$ cat src/rtl/rfp_pkg.sv
package rfp_pkg;

    typedef enum logic [2:0] {
        K_SIMPLE = 3'd0,
        K_BRANCH = 3'd1,
        K_LOAD   = 3'd2,
        K_STORE  = 3'd3,
        K_RMW    = 3'd4
    } kind_e;

    typedef enum logic [1:0] {
        FL_SEQ   = 2'd0,
        FL_JUMP  = 2'd1,
        FL_INDIR = 2'd2,
        FL_COND  = 2'd3
    } flow_e;

    typedef struct packed {
        logic        use_rs1;
        logic        use_rs2;
        logic        use_rd;
        logic        addr_rs1;
        logic        csr_rd;
        logic        csr_wr;
        logic [11:0] csr_num;
        kind_e       kind;
        flow_e       flow;
    } dec_t;

    localparam logic [6:0] OPC_LUI    = 7'b0110111;
    localparam logic [6:0] OPC_AUIPC  = 7'b0010111;
    localparam logic [6:0] OPC_JAL    = 7'b1101111;
    localparam logic [6:0] OPC_JALR   = 7'b1100111;
    localparam logic [6:0] OPC_BRANCH = 7'b1100011;
    localparam logic [6:0] OPC_LOAD   = 7'b0000011;
    localparam logic [6:0] OPC_STORE  = 7'b0100011;
    localparam logic [6:0] OPC_OPIMM  = 7'b0010011;
    localparam logic [6:0] OPC_OPIMMW = 7'b0011011;
    localparam logic [6:0] OPC_OP     = 7'b0110011;
    localparam logic [6:0] OPC_OPW    = 7'b0111011;
    localparam logic [6:0] OPC_ATOMIC = 7'b0101111;
    localparam logic [6:0] OPC_SYSTEM = 7'b1110011;

endpackage

$ cat src/rtl/rfp_op_decode.sv
module rfp_op_decode
    import rfp_pkg::*;
(
    input  logic [6:0]  opc,
    input  logic [2:0]  fn3,
    input  logic [31:15] hi,
    output dec_t        dec
);
    logic [6:0] fn7;
    logic [4:0] fn5;
    logic [4:0] rs1_f;
    logic [4:0] rs2_f;

    assign fn7   = hi[31:25];
    assign fn5   = hi[31:27];
    assign rs2_f = hi[24:20];
    assign rs1_f = hi[19:15];

    always_comb begin
        dec      = '0;
        dec.kind = K_SIMPLE;
        dec.flow = FL_SEQ;
        case (opc)
            OPC_LUI, OPC_AUIPC: dec.use_rd = 1'b1;
            OPC_JAL: begin
                dec.use_rd = 1'b1;
                dec.kind   = K_BRANCH;
                dec.flow   = FL_JUMP;
            end
            OPC_JALR: if (fn3 == 3'b000) begin
                dec.use_rs1 = 1'b1;
                dec.use_rd  = 1'b1;
                dec.kind    = K_BRANCH;
                dec.flow    = FL_INDIR;
            end
            OPC_BRANCH: if (fn3[2:1] != 2'b01) begin
                dec.use_rs1 = 1'b1;
                dec.use_rs2 = 1'b1;
                dec.kind    = K_BRANCH;
                dec.flow    = FL_COND;
            end
            OPC_LOAD: if (fn3 != 3'b111) begin
                dec.use_rs1  = 1'b1;
                dec.addr_rs1 = 1'b1;
                dec.use_rd   = 1'b1;
                dec.kind     = K_LOAD;
            end
            OPC_STORE: if (!fn3[2]) begin
                dec.use_rs1  = 1'b1;
                dec.use_rs2  = 1'b1;
                dec.addr_rs1 = 1'b1;
                dec.kind     = K_STORE;
            end
            OPC_OPIMM: begin
                dec.use_rs1 = 1'b1;
                dec.use_rd  = 1'b1;
            end
            OPC_OPIMMW: if (fn3 == 3'b000 || fn3 == 3'b001 || fn3 == 3'b101) begin
                dec.use_rs1 = 1'b1;
                dec.use_rd  = 1'b1;
            end
            OPC_OP, OPC_OPW: if (fn7 == 7'b0000000 || fn7 == 7'b0100000) begin
                dec.use_rs1 = 1'b1;
                dec.use_rs2 = 1'b1;
                dec.use_rd  = 1'b1;
            end
            OPC_ATOMIC: if (fn3[2:1] == 2'b01) begin
                case (fn5)
                    5'b00010: if (rs2_f == 5'd0) begin
                        dec.use_rs1  = 1'b1;
                        dec.addr_rs1 = 1'b1;
                        dec.use_rd   = 1'b1;
                        dec.kind     = K_LOAD;
                    end
                    5'b00011: begin
                        dec.use_rs1  = 1'b1;
                        dec.use_rs2  = 1'b1;
                        dec.addr_rs1 = 1'b1;
                        dec.use_rd   = 1'b1;
                        dec.kind     = K_STORE;
                    end
                    5'b00000, 5'b00001, 5'b00100, 5'b01000, 5'b01100,
                    5'b10000, 5'b10100, 5'b11000, 5'b11100: begin
                        dec.use_rs1  = 1'b1;
                        dec.use_rs2  = 1'b1;
                        dec.addr_rs1 = 1'b1;
                        dec.use_rd   = 1'b1;
                        dec.kind     = K_RMW;
                    end
                    default: ;
                endcase
            end
            OPC_SYSTEM: if (fn3[1:0] != 2'b00) begin
                dec.csr_rd  = 1'b1;
                dec.csr_num = hi[31:20];
                dec.use_rd  = 1'b1;
                dec.use_rs1 = !fn3[2];
                dec.csr_wr  = (fn3[1:0] == 2'b01) || (rs1_f != 5'd0);
            end
            default: ;
        endcase
    end
endmodule

$ cat src/rtl/rfp_reg_mask.sv
module rfp_reg_mask #(
    parameter int unsigned NREG = 32,
    localparam int unsigned IDXW = $clog2(NREG)
) (
    input  logic [IDXW-1:0] idx,
    input  logic            en,
    output logic [NREG-1:0] mask
);
    assign mask[0] = 1'b0;
    for (genvar gi = 1; gi < NREG; gi++) begin : g_bit
        assign mask[gi] = en && (idx == IDXW'(gi));
    end
endmodule

$ cat src/rtl/rfp_target_gen.sv
module rfp_target_gen
    import rfp_pkg::*;
#(
    parameter int unsigned XLEN = 64
) (
    input  logic [31:7]     instr,
    input  logic [XLEN-1:0] pc,
    input  flow_e           flow,
    output logic [1:0]      cnt,
    output logic [XLEN-1:0] tgt_a,
    output logic [XLEN-1:0] tgt_b,
    output logic            indir
);
    localparam logic [XLEN-1:0] STEP = XLEN'(4);

    logic [XLEN-1:0] imm_j;
    logic [XLEN-1:0] imm_b;
    logic [XLEN-1:0] seq_pc;

    assign imm_j  = {{(XLEN-20){instr[31]}}, instr[19:12], instr[20], instr[30:21], 1'b0};
    assign imm_b  = {{(XLEN-12){instr[31]}}, instr[7], instr[30:25], instr[11:8], 1'b0};
    assign seq_pc = pc + STEP;

    always_comb begin
        cnt   = 2'd1;
        tgt_a = seq_pc;
        tgt_b = '0;
        indir = 1'b0;
        case (flow)
            FL_JUMP:  tgt_a = pc + imm_j;
            FL_INDIR: begin
                tgt_a = '0;
                indir = 1'b1;
            end
            FL_COND: begin
                cnt   = 2'd2;
                tgt_a = pc + imm_b;
                tgt_b = seq_pc;
            end
            default: ;
        endcase
    end
endmodule

$ cat src/rtl/reg_footprint_unit.sv
module reg_footprint_unit
    import rfp_pkg::*;
#(
    parameter int unsigned XLEN = 64,
    parameter int unsigned NREG = 32
) (
    input  logic            clk,
    input  logic            rst_n,
    input  logic            in_valid,
    input  logic [31:0]     in_instr,
    input  logic [XLEN-1:0] in_pc,
    output logic            out_valid,
    output logic [NREG-1:0] out_rd_mask,
    output logic [NREG-1:0] out_wr_mask,
    output logic [NREG-1:0] out_addr_mask,
    output logic            out_csr_rd,
    output logic            out_csr_wr,
    output logic [11:0]     out_csr_num,
    output logic [2:0]      out_kind,
    output logic [1:0]      out_npc_count,
    output logic [XLEN-1:0] out_npc_a,
    output logic [XLEN-1:0] out_npc_b,
    output logic            out_npc_indirect
);
    localparam int unsigned IDXW = $clog2(NREG);

    typedef struct packed {
        logic            vld;
        logic [NREG-1:0] rmask;
        logic [NREG-1:0] wmask;
        logic [NREG-1:0] amask;
        logic            csr_rd;
        logic            csr_wr;
        logic [11:0]     csr_num;
        kind_e           kind;
        logic [1:0]      cnt;
        logic [XLEN-1:0] tgt_a;
        logic [XLEN-1:0] tgt_b;
        logic            indir;
    } res_t;

    res_t res_d, res_q;
    dec_t dec;

    logic [NREG-1:0] m_rs1, m_rs2, m_rd;
    logic [1:0]      t_cnt;
    logic [XLEN-1:0] t_a, t_b;
    logic            t_ind;

    rfp_op_decode u_dec (
        .opc (in_instr[6:0]),
        .fn3 (in_instr[14:12]),
        .hi  (in_instr[31:15]),
        .dec (dec)
    );

    rfp_reg_mask #(.NREG(NREG)) u_m_rs1 (
        .idx (in_instr[15 +: IDXW]), .en (dec.use_rs1), .mask (m_rs1)
    );
    rfp_reg_mask #(.NREG(NREG)) u_m_rs2 (
        .idx (in_instr[20 +: IDXW]), .en (dec.use_rs2), .mask (m_rs2)
    );
    rfp_reg_mask #(.NREG(NREG)) u_m_rd (
        .idx (in_instr[7 +: IDXW]), .en (dec.use_rd), .mask (m_rd)
    );

    rfp_target_gen #(.XLEN(XLEN)) u_tgt (
        .instr (in_instr[31:7]),
        .pc    (in_pc),
        .flow  (dec.flow),
        .cnt   (t_cnt),
        .tgt_a (t_a),
        .tgt_b (t_b),
        .indir (t_ind)
    );

    always_comb begin
        res_d     = res_q;
        res_d.vld = in_valid;
        if (in_valid) begin
            res_d.rmask   = m_rs1 | m_rs2;
            res_d.wmask   = m_rd;
            res_d.amask   = dec.addr_rs1 ? m_rs1 : '0;
            res_d.csr_rd  = dec.csr_rd;
            res_d.csr_wr  = dec.csr_wr;
            res_d.csr_num = dec.csr_num;
            res_d.kind    = dec.kind;
            res_d.cnt     = t_cnt;
            res_d.tgt_a   = t_a;
            res_d.tgt_b   = t_b;
            res_d.indir   = t_ind;
        end
    end

    always_ff @(posedge clk) begin
        if (!rst_n) res_q <= '0;
        else        res_q <= res_d;
    end

    assign out_valid        = res_q.vld;
    assign out_rd_mask      = res_q.rmask;
    assign out_wr_mask      = res_q.wmask;
    assign out_addr_mask    = res_q.amask;
    assign out_csr_rd       = res_q.csr_rd;
    assign out_csr_wr       = res_q.csr_wr;
    assign out_csr_num      = res_q.csr_num;
    assign out_kind         = res_q.kind;
    assign out_npc_count    = res_q.cnt;
    assign out_npc_a        = res_q.tgt_a;
    assign out_npc_b        = res_q.tgt_b;
    assign out_npc_indirect = res_q.indir;
endmodule

$ cat config.mk
export PLATFORM = sky130hd
export DESIGN_NAME = reg_footprint_unit
export DESIGN_NICKNAME = d
export VERILOG_FILES = /design/src/rtl/rfp_pkg.sv /design/src/rtl/rfp_op_decode.sv /design/src/rtl/rfp_reg_mask.sv /design/src/rtl/rfp_target_gen.sv /design/src/rtl/reg_footprint_unit.sv
export SDC_FILE = /design/constraint.sdc
export NUM_CORES = 1
export LEC_CHECK = 0
export CORE_MARGIN = 2
export CORE_UTILIZATION = 60
export DETAILED_ROUTE_END_ITERATION = 8
export DONT_BUFFER_PORTS = 1
export PLACE_DENSITY = 0.74
export SLEW_MARGIN = 0
export SYNTH_ARGS = -nofsm -noshare
export SYNTH_HDL_FRONTEND = slang
export SYNTH_SLANG_ARGS = --single-unit
$ cat constraint.sdc
create_clock -name clk -period 13.7 [get_ports clk]
set_input_delay 2.74 -clock clk [delete_from_list [all_inputs] [get_ports clk]]
set_output_delay 2.74 -clock clk [all_outputs]
set_load 0.01 [all_outputs]
==> metrics.txt <==
IO Pins 344; FF+latch area 4840 sq um; die height between 150 and 200 um; Port Buf Inserts 0; layout cells sized above 1 approximately 4.5%; drt first-iter violations 1,395; Syn Inst Count 1,935; Seq/Total Area, Yosys 32.4%; Tightest Pin Transition between 1 and 1.5 ns; Vias per Instance 6.65; post-synth top area share around 32%; Initial Utilization between 60 and 70%; asr flop ratio synth 0%; number of flops mapped to enable cells by yosys 0; PD cells about 110 nW/um^2; CTS sink cnt 242; crit start category primary input; Worst Hold Depth 2; antenna viol nets, final 0; clock latency on the worst-skew pair 0.53 ns; leakage between 5 and 6 nW; H-tree depth 1; core area 24,400 sq um; Worst Path Arrival between 7 and 8 ns; CTS buffer count 26; R2R setup slack ~13 ns; setup bufs post-CTS 0; Setup Skew 0 ns; Total Power between 0.0015 and 0.002 W; Worst Min Path Start out_csr_num[6]$_SDFFE_PN0P_; R2R cell count 4; Slowest-stage cell, CP and2_0; Die X about 160 um; Ys Warns 0; Vias roughly 14,000; drt total wl 49,600 um; worst path required time approximately 14 ns; WHS Endpoint out_csr_num[6]$_SDFFE_PN0P_; CP peak stage delay 0.68 ns; status finished, final reports clean; period utilization between 40% and 50%; worst path cell trace and2_1 -> nor3b_2 -> and2_0 -> nand2_1 -> nand2_1 -> ha_1 -> a211o_1 -> a31o_2 -> nand4_1 -> nand3_1 -> a21oi_1 -> o32ai_1 -> o21ai_0 -> mux2i_1 -> nor2_1 -> o21ai_0; RR Endpoint out_npc_a[61]$_SDFFE_PN0P_; hold_buf cts 0; Final Hold Vio Count 0; number of distinct library cells after synthesis 84; clk slew on worst S/H paths approximately 0.06 ns; drt wl/cell ~23 um; Hold WC Path Type reg2reg; unrepaired setup endpoints after global routing false; CTS resizes 0; # diodes 0; TritonCTS clock tree built; crit-path leading delay family simple AND/OR/NAND/NOR gates; largest net degree at the start of global routing 173; fin crit period 6.59 ns; # fillers 2,204; highest clock rate about 150 MHz; DP HPWL between 30,000 and 40,000 um; Avg Cell Area, Syn just under 8 sq um; drt drc 0; critical setup path kind in2reg; Area growth syn-to-layout 4.91%; Total Nets Final about 2,000; DR pass1 iterations 6; clock buffer depth 3; WP buf/inv 0; cell taking the most area after synthesis dfxtp_1; normalized max-slew margin between 20% and 30%; Peak VDD IR between 0.1 and 0.15 mV; count leader, synth nor2_1; die footprint 26,200 sq um; row cnt 57; GP Congestion 0.944; first-pass GRT wire length about 76,000 um; setup TNS 0 ns; GRT Overall Usage roughly 36%; vias in the first global route 13,600; area of the multi-input gates ~9400 sq um; Final Max Slew Viols 0; Area contributors post-synth dfxtp_1, nor2_1, a21oi_1, ha_1, nand2_1; initial antenna violation count 2; ys flop type dfxtp_1; Final Setup Violations 0; Crit Reg-Reg Startpoint out_npc_a[61]$_SDFFE_PN0P_; Worst Setup End Kind flop; GRT overflow 0; Yosys reg bits roughly 240; Max Cap Viol 0; Clock Root Buffer clkbuf_16; commonest cells in the netlist nor2_1, dfxtp_1, a21oi_1; CP Max Fanout 14; synthesized cell area between 10,000 and 15,000 sq um
## kinds of logic (layout without fill, tap and decap cells)
| logic type | count (synthesis) | count (layout) | synth area share (%) |
|---|---|---|---|
| compound gates | 562 | 562 | 25.1 |
| xor+xnor | 110 | 110 | 6.45 |
| fa+ha+maj | 67 | 67 | 5.66 |
| buf+inv | 162 | 78 | 4.84 |
| flops | 242 | 242 | 32.4 |
| mux | 9 | 9 | 0.611 |
| other cells | 1 | 3 | 0.0251 |
| simple gates | 782 | 782 | 24.9 |
## report_power, final
group / leakage [nW] / switching, W / internal, W
clock: 0.431 / 0.000297 / 0.000422
sequential: 1.97 / 0.0000250 / 0.000723
combinational: 3.45 / 0.000176 / 0.000108
## sequential cells by signal (all words and copies together), names as in the netlist, 2 cells and up
name / count
out_csr_num: 12
out_wr_mask: 31
out_kind: 3
out_npc_b: 64
out_addr_mask: 31
out_npc_count: 2
out_npc_a: 64
out_rd_mask: 31
## metrics by stage
stage	instance area [sq um]	util, %	std cells	hold slack, ns	setup slack (ns)
3_5_place_dp	14800	60.7	2131	0.506	6.70
4_1_cts	15700	64.3	2177	0.516	7.25
6_report	15700	64.3	2177	0.509	7.11
5_1_grt	15700	64.3	2177	0.541	6.80
3_3_place_gp	14800	60.7	2131	0.496	6.81
2_1_floorplan	14900	-	1937	0.486	7.40
## layout by cell type (no fill, tap or decap), types with 5 or more instances in the layout
cell,count
nor3_1,57
o221ai_1,25
nor3b_1,7
a21oi_1,183
xnor2_1,56
inv_1,21
buf_4,9
mux2i_1,8
o2bb2ai_1,39
nand2b_1,13
a21boi_0,6
a21o_1,41
o211a_1,5
clkbuf_8,5
o211ai_1,7
a221oi_1,41
clkinv_2,7
dfxtp_1,242
xor2_1,54
or3_1,6
and3_1,17
nand2_1,142
ha_1,66
nor2_1,309
clkbuf_16,27
nand4_1,48
nand3_1,72
o21bai_1,14
o21a_1,16
nor4_1,10
a211oi_1,9
a22oi_1,29
o21ai_0,95
and4_1,12
a31oi_1,15
and2_1,50
nor2b_1,16
## how the worst max path moves through the flow
stage                start                    endpoint  slack [ns]  cells after the start
3_3_place_gp   in_instr[1]  out_npc_a[56]$_SDFFE_PN0P_        6.81                     16
5_1_grt        in_instr[1]  out_npc_a[56]$_SDFFE_PN0P_        6.80                     16
2_1_floorplan  in_instr[6]  out_npc_a[57]$_SDFFE_PN0P_        7.40                     20
6_report       in_instr[1]  out_npc_a[56]$_SDFFE_PN0P_        7.11                     16
3_5_place_dp   in_instr[1]  out_npc_a[56]$_SDFFE_PN0P_        6.70                     16
4_1_cts        in_instr[1]  out_npc_a[56]$_SDFFE_PN0P_        7.25                     16
## tightest hold or removal path, stage by stage, from the launching register on
cell and delay (ns):
dfxtp_1 0.34, nand2_1 0.07, a21oi_1 0.05
## area by class of cell
class                      instances  area share, %
clock inverter                    12          0.758
tap                              324           2.59
inverter                          23          0.599
multi-input combinational       1533           59.9
sequential                       242           30.9
timing repair buffer               9          0.431
clock buffer                      34           4.80
## layer usage
| metal | up-vias | share of wire [%] | global-route usage (%) |
|---|---|---|---|
| met5 | - | 0 | 0 |
| met2 | 742 | 46 | 59.7 |
| met4 | 0 | 3.7 | 13.2 |
| met1 | 6821 | 39 | 44.9 |
| li1 | 6795 | - | - |
| met3 | 123 | 11 | 9.96 |
Power figures use the tool's default switching activity.
